[config.mk]
export PLATFORM = sky130hd
export DESIGN_NAME = irq_prio_ctrl
export DESIGN_NICKNAME = d
export VERILOG_FILES = /design/src/rtl/irq_pkg.sv /design/src/rtl/irq_qualify.sv /design/src/rtl/irq_resolve.sv /design/src/rtl/irq_mask_seq.sv /design/src/rtl/irq_prio_ctrl.sv
export SDC_FILE = /design/constraint.sdc
export NUM_CORES = 1
export LEC_CHECK = 0
export BUFFER_PORTS_ARGS = -buffer_cell sky130_fd_sc_hd__buf_2
export CAP_MARGIN = 25
export CORE_MARGIN = 3
export CORE_UTILIZATION = 41
export CTS_BUF_LIST = sky130_fd_sc_hd__clkbuf_8 sky130_fd_sc_hd__clkbuf_16
export DETAILED_ROUTE_END_ITERATION = 10
export PLACE_DENSITY = 0.8
export RECOVER_POWER = 100
export SETUP_SLACK_MARGIN = 0.05
export SLEW_MARGIN = 5
export SYNTH_ARGS = -nofsm -noshare
export SYNTH_HDL_FRONTEND = slang
export SYNTH_HIERARCHICAL = 1
export SYNTH_SLANG_ARGS = --single-unit
[constraint.sdc]
create_clock -name clk -period 2.45 [get_ports clk]
set_input_delay 0.3675 -clock clk [delete_from_list [all_inputs] [get_ports clk]]
set_output_delay 0.3675 -clock clk [all_outputs]
set_load 0.01 [all_outputs]
[src/rtl/irq_pkg.sv]
package irq_pkg;
    localparam int NSRC_DEF = 20;

    typedef struct packed {
        logic set_now;
        logic clr_req;
    } mask_cmd_t;

    function automatic mask_cmd_t build_cmd(input logic set_i, input logic clr_i,
                                            input logic entry_i, input logic rest_i,
                                            input logic rest_val_i);
        mask_cmd_t c;
        c.set_now = set_i | entry_i | (rest_i & rest_val_i);
        c.clr_req = clr_i | (rest_i & ~rest_val_i);
        return c;
    endfunction
endpackage

[src/rtl/irq_qualify.sv]
module irq_qualify #(
    parameter int N_SRC = irq_pkg::NSRC_DEF
) (
    input  logic [N_SRC-1:0] req_i,
    input  logic [N_SRC-1:0] en_i,
    output logic [N_SRC-1:0] elig_o
);
    for (genvar g = 0; g < N_SRC; g++) begin : g_q
        if (g == 0) begin : g_ext
            assign elig_o[g] = req_i[g];
        end else begin : g_loc
            assign elig_o[g] = req_i[g] & en_i[g];
        end
    end

    always_comb begin
        assert_ext_no_enable_R1: assert (elig_o[0] == req_i[0]);
    end
endmodule

[src/rtl/irq_resolve.sv]
module irq_resolve #(
    parameter int N_SRC = irq_pkg::NSRC_DEF,
    localparam int IDX_W = $clog2(N_SRC + 1)
) (
    input  logic             clk,
    input  logic             rst,
    input  logic [N_SRC-1:0] elig_i,
    input  logic [IDX_W-1:0] promote_i,
    output logic             any_o,
    output logic [IDX_W-1:0] win_o
);
    logic [IDX_W-1:0] fixed_win;
    logic             prom_hit;

    always_comb begin
        fixed_win = '0;
        for (int i = N_SRC - 1; i >= 0; i--) begin
            if (elig_i[i]) fixed_win = IDX_W'(i);
        end
    end

    always_comb begin
        prom_hit = 1'b0;
        for (int i = 0; i < N_SRC; i++) begin
            if (promote_i == IDX_W'(i) && elig_i[i]) prom_hit = 1'b1;
        end
    end

    assign any_o = |elig_i;
    assign win_o = prom_hit ? promote_i : fixed_win;

    assert_win_eligible_R2: assert property (@(posedge clk) disable iff (rst)
        any_o |-> (win_o < IDX_W'(N_SRC)) && elig_i[win_o[IDX_W-1:0] % N_SRC]);
    assert_prom_range_R4: assert property (@(posedge clk) disable iff (rst)
        (promote_i >= IDX_W'(N_SRC)) |-> (win_o == fixed_win));
endmodule

[src/rtl/irq_mask_seq.sv]
module irq_mask_seq (
    input  logic              clk,
    input  logic              rst,
    input  irq_pkg::mask_cmd_t cmd_i,
    output logic              mask_q_o,
    output logic              gate_o
);
    logic mask_q;
    logic clr_pend_q;

    always_ff @(posedge clk) begin
        if (rst) begin
            mask_q     <= 1'b1;
            clr_pend_q <= 1'b0;
        end else if (cmd_i.set_now) begin
            mask_q     <= 1'b1;
            clr_pend_q <= 1'b0;
        end else begin
            if (clr_pend_q) mask_q <= 1'b0;
            clr_pend_q <= cmd_i.clr_req;
        end
    end

    assign mask_q_o = mask_q;
    assign gate_o   = mask_q | cmd_i.set_now;

    assert_set_next_R6: assert property (@(posedge clk) disable iff (rst)
        cmd_i.set_now |=> mask_q);
    assert_clear_delayed_R7: assert property (@(posedge clk) disable iff (rst)
        (cmd_i.clr_req && !cmd_i.set_now && mask_q) |=> mask_q);
    assert_fall_needs_wait_R8: assert property (@(posedge clk) disable iff (rst)
        $fell(mask_q) |-> $past(clr_pend_q) && !$past(cmd_i.set_now));
endmodule

[src/rtl/irq_prio_ctrl.sv]
module irq_prio_ctrl #(
    parameter int N_SRC = irq_pkg::NSRC_DEF,
    localparam int IDX_W = $clog2(N_SRC + 1)
) (
    input  logic             clk,
    input  logic             rst,
    input  logic [N_SRC-1:0] req_i,
    input  logic [N_SRC-1:0] en_i,
    input  logic [IDX_W-1:0] promote_i,
    input  logic             mask_set_i,
    input  logic             mask_clr_i,
    input  logic             entry_set_i,
    input  logic             restore_i,
    input  logic             restore_val_i,
    input  logic             swi_start_i,
    input  logic             vec_fetch_i,
    output logic             any_req_o,
    output logic [IDX_W-1:0] win_idx_o,
    output logic             irq_pend_o,
    output logic             swi_ok_o,
    output logic             mask_o,
    output logic [IDX_W-1:0] vec_idx_o
);
    import irq_pkg::*;

    localparam logic [IDX_W-1:0] SWI_CODE = IDX_W'(N_SRC);

    logic [N_SRC-1:0] elig;
    logic             gate;
    logic             swi_busy_q;
    logic [IDX_W-1:0] vec_q;
    mask_cmd_t        cmd;

    assign cmd = build_cmd(mask_set_i, mask_clr_i, entry_set_i, restore_i, restore_val_i);

    irq_qualify #(.N_SRC(N_SRC)) u_qual (
        .req_i  (req_i),
        .en_i   (en_i),
        .elig_o (elig)
    );

    irq_resolve #(.N_SRC(N_SRC)) u_res (
        .clk       (clk),
        .rst       (rst),
        .elig_i    (elig),
        .promote_i (promote_i),
        .any_o     (any_req_o),
        .win_o     (win_idx_o)
    );

    irq_mask_seq u_mask (
        .clk      (clk),
        .rst      (rst),
        .cmd_i    (cmd),
        .mask_q_o (mask_o),
        .gate_o   (gate)
    );

    always_ff @(posedge clk) begin
        if (rst) begin
            swi_busy_q <= 1'b0;
            vec_q      <= '0;
        end else begin
            if (vec_fetch_i) begin
                vec_q      <= swi_busy_q ? SWI_CODE : win_idx_o;
                swi_busy_q <= 1'b0;
            end else if (swi_start_i) begin
                swi_busy_q <= 1'b1;
            end
        end
    end

    assign irq_pend_o = any_req_o & ~gate & ~swi_busy_q;
    assign swi_ok_o   = ~irq_pend_o & ~swi_busy_q;
    assign vec_idx_o  = vec_q;

    assert_masked_quiet_R6: assert property (@(posedge clk) disable iff (rst)
        mask_o |-> !irq_pend_o);
    assert_swi_exclusive_R11: assert property (@(posedge clk) disable iff (rst)
        (swi_start_i && !vec_fetch_i) |=> !irq_pend_o);
    assert_vec_hold_R12: assert property (@(posedge clk) disable iff (rst)
        !vec_fetch_i |=> $stable(vec_idx_o));
    assert_entry_sets_R9: assert property (@(posedge clk) disable iff (rst)
        entry_set_i |-> !irq_pend_o);
endmodule

==> results.yml <==
setup_path:
  cpPeakStageDelay_ps: 310
  reg2reg_slack_ps: 1530
  crit_required_ps: 2080
  crit_path_max_fanout: 9
  worstSetupEndpointType: "output pin"
  cp-start-kind: "input pin"
  crit_family: "compound AO/OA/AOI/OAI gates"
  crit_type: "input pin to output pin"
  crit_slowest_cell: "mux2_4"
  arrival_ps: 1980
  crit_top_cell: "buf_2"
  r2r_start: "swi_busy_q"
  path_cells: "buf_2, buf_4, nor2_1, a221oi_4, o311ai_2, o21a_4, mux2_4, buf_2"
  crit_path_start: "promote_i[0]"
  critPathBufInv: 3
layout:
  fin_cells: 234
  diodes: 0
  final_cell_area_sq_um: 1481
  multi_input_area_sq_um: 823.3
  area_growth_pct: 50.64
  ff_latch_area_sq_um: 160.2
  final_nets: 262
  drive_gt1_share_pct: 40.78
  fillCellCount: 205
logic_synthesis:
  ys_types: 39
  syn-cell-area_sq_um: 983.4
  netlist.area_leader.share_pct: 16.28
  synth_area_leader_cell: "dfxtp_1"
  syn_inst: 135
  ys_top_cells_by_area: "dfxtp_1, and2_1, nor2_1"
  ys.warnings.count: 6
  synth_area_per_cell_sq_um: 7.285
  ys_seq_elements: 8
  ys_seq_area_share_pct: 16.28
  syn_nets: 189
power:
  p_leak_nw: 0.7007
  p_per_area_nw_per_um2: 355.6
  ir_drop_mv: 0.4079
routing:
  vias: 1327
  drt_iter0_drc: 39
  drt-vias-per-instance: 5.671
  firstDrtPassIters: 4
  detail_route.wl_per_cell_microns: 15.23
  drt-total-wl_microns: 3564
  drc: 0
  ant_nets: 0
timing:
  finalClockSkew_ps: 0.5504
  period_share_pct: 95.92
  slew_headroom_pct: 68.18
  worst_pin_slew_ps: 472.9
  clock.fmax_ghz: 0.4255
  setup-violations-final: 0
  min_period_ps: 2350
  fin_setup_tns_ps: 0
  slew_violations: 0
  hold_violations: 0
run:
  maxCapViolations: 0
floorplan:
  ioPinCount: 68
  start_util_pct: 44.03
  die_area_sq_um: 3022
  die_h_microns: 54.98
  core-area_sq_um: 2233
  die_w_microns: 54.98
  rows: 17
clock_network:
  cts_tree: "yes"
  insertion_delay_ps: 230
  ctsHoldBuffers: 0
  h-tree-depth: 1
  cts-root-buf: "clkbuf_8"
  cts.sink_count: 8
  cts_max_path_buffers: 2
  numCtsBuffers: 3
  clk_pin_slew_ps: 40
place:
  dp_cells: 231
  place.gp.congestion: 0.8545
  dpl_cell_area_sq_um: 1368
  io_buffers: 66
  dp_hpwl_microns: 2542
grt:
  antenna_found_initial: 0
  overflow: 0
  grt_max_degree: 14
  grt_pass1_vias: 1164
  track_usage_pct: 21.62
  grt_pass1_wl_microns: 4926
worst_hold_path:
  hold_path_class: "input pin to flop"
  hp-start: "rst"
outcome:
  status: "finished clean"
## placed cells by master, fill, tap and decap left out, types with 2 or more instances in the layout
cell,n
buf_2,58
and2_1,19
nor2_1,15
inv_1,9
dfxtp_1,8
buf_4,8
a21oi_1,7
clkbuf_1,7
nand2_1,6
o21ai_0,5
nor4_1,5
nor3b_1,4
nand2b_1,4
nand3b_1,4
and3_1,4
mux2_4,4
a211oi_1,3
clkbuf_8,3
o211ai_1,3
a211o_1,2
nor3_1,2
nor2b_1,2
mux2i_1,2
nand3_1,2
## state kept, by name (all words and copies together), names as in the netlist
name	cells
swi_busy_q	1
u_mask/clr_pend_q	1
u_mask/mask_q_o	1
vec_idx_o	5
## kinds of logic after synthesis
kind of cell           Yosys count  share of synthesized area (%)
AO/OA/AOI/OAI                   33                          24.68
flip-flops                       8                          16.28
AND/OR/NAND/NOR                 71                          40.33
multiplexers                     8                          11.07
buffers and inverters           15                          7.632
## cells in the mapped netlist
master / number
o211ai_1: 3
a221oi_1: 1
or2_1: 1
o31ai_1: 1
nor4_1: 5
mux4_2: 1
nand2_1: 6
nand2b_1: 4
mux2_1: 1
dfxtp_1: 8
buf_2: 2
o21a_4: 1
and3_1: 4
buf_6: 1
a21o_1: 1
a21oi_1: 7
nor2_1: 15
o32a_1: 1
o41ai_2: 1
clkbuf_2: 1
mux2_4: 3
nand3b_1: 4
a21boi_0: 1
mux2i_1: 3
o311ai_1: 1
nor2b_1: 2
nor3b_1: 4
o41ai_1: 1
inv_1: 9
buf_4: 2
nand3_1: 2
a211oi_1: 3
a31oi_1: 2
o21ai_0: 5
or3_1: 1
a211o_1: 2
nor3_1: 2
a2111oi_0: 2
and2_1: 21
## per-stage QoR
stage	utilization (%)	worst slack [ps]	hold WS [ps]	power, mW
after floorplan	-	245.9	388.2	0.2593
after global placement	61.23	-25.18	408.3	0.3335
after detailed placement	61.23	-45.85	402.9	0.3396
after CTS	64.65	55.49	395.0	0.5117
after global routing	66.33	-3.969	405.7	0.5608
final	66.33	100.1	402.6	0.5267
## layout make-up
cell class,count,share of cell area [%]
clock buffer,3,2.787
inverter,9,2.280
multi-input combinational,112,55.57
sequential,8,10.81
tap,28,2.365
timing repair buffer,74,26.18
## layer usage
| metal | vias to the layer above | part of all wire (%) | track usage (%) |
|---|---|---|---|
| met3 | 9 | 8.2 | 4.290 |
| met4 | 0 | 1.4 | 1.619 |
| li1 | 630 | - | - |
| met5 | - | 0 | 0 |
| met2 | 76 | 54 | 39.37 |
| met1 | 612 | 37 | 27.14 |
## repair_timing
| action | CTS | global route |
|---|---|---|
| setup buffers | 0 | 0 |
| resized for setup | 6 | 9 |
| pin swaps | 4 | 3 |
| setup endpoints to repair | 3 | 4 |
## worst paths after layout
check | depth (start not counted) | endpoint
worst max-delay path | 8 | win_idx_o[3]
worst max register to register | 2 | vec_idx_o[4]
worst min-delay path | 2 | vec_idx_o[1]
worst min register to register | 1 | u_mask/mask_q_o
## power by group
| group | switching (mW) | total, mW | internal [mW] | leakage [nW] |
|---|---|---|---|---|
| registers | 0.00399 | 0.141 | 0.137 | 0.0655 |
| logic | 0.115 | 0.228 | 0.113 | 0.614 |
| clock network | 0.0505 | 0.157 | 0.106 | 0.0216 |
No activity file was read; power rests on OpenSTA's default activity.
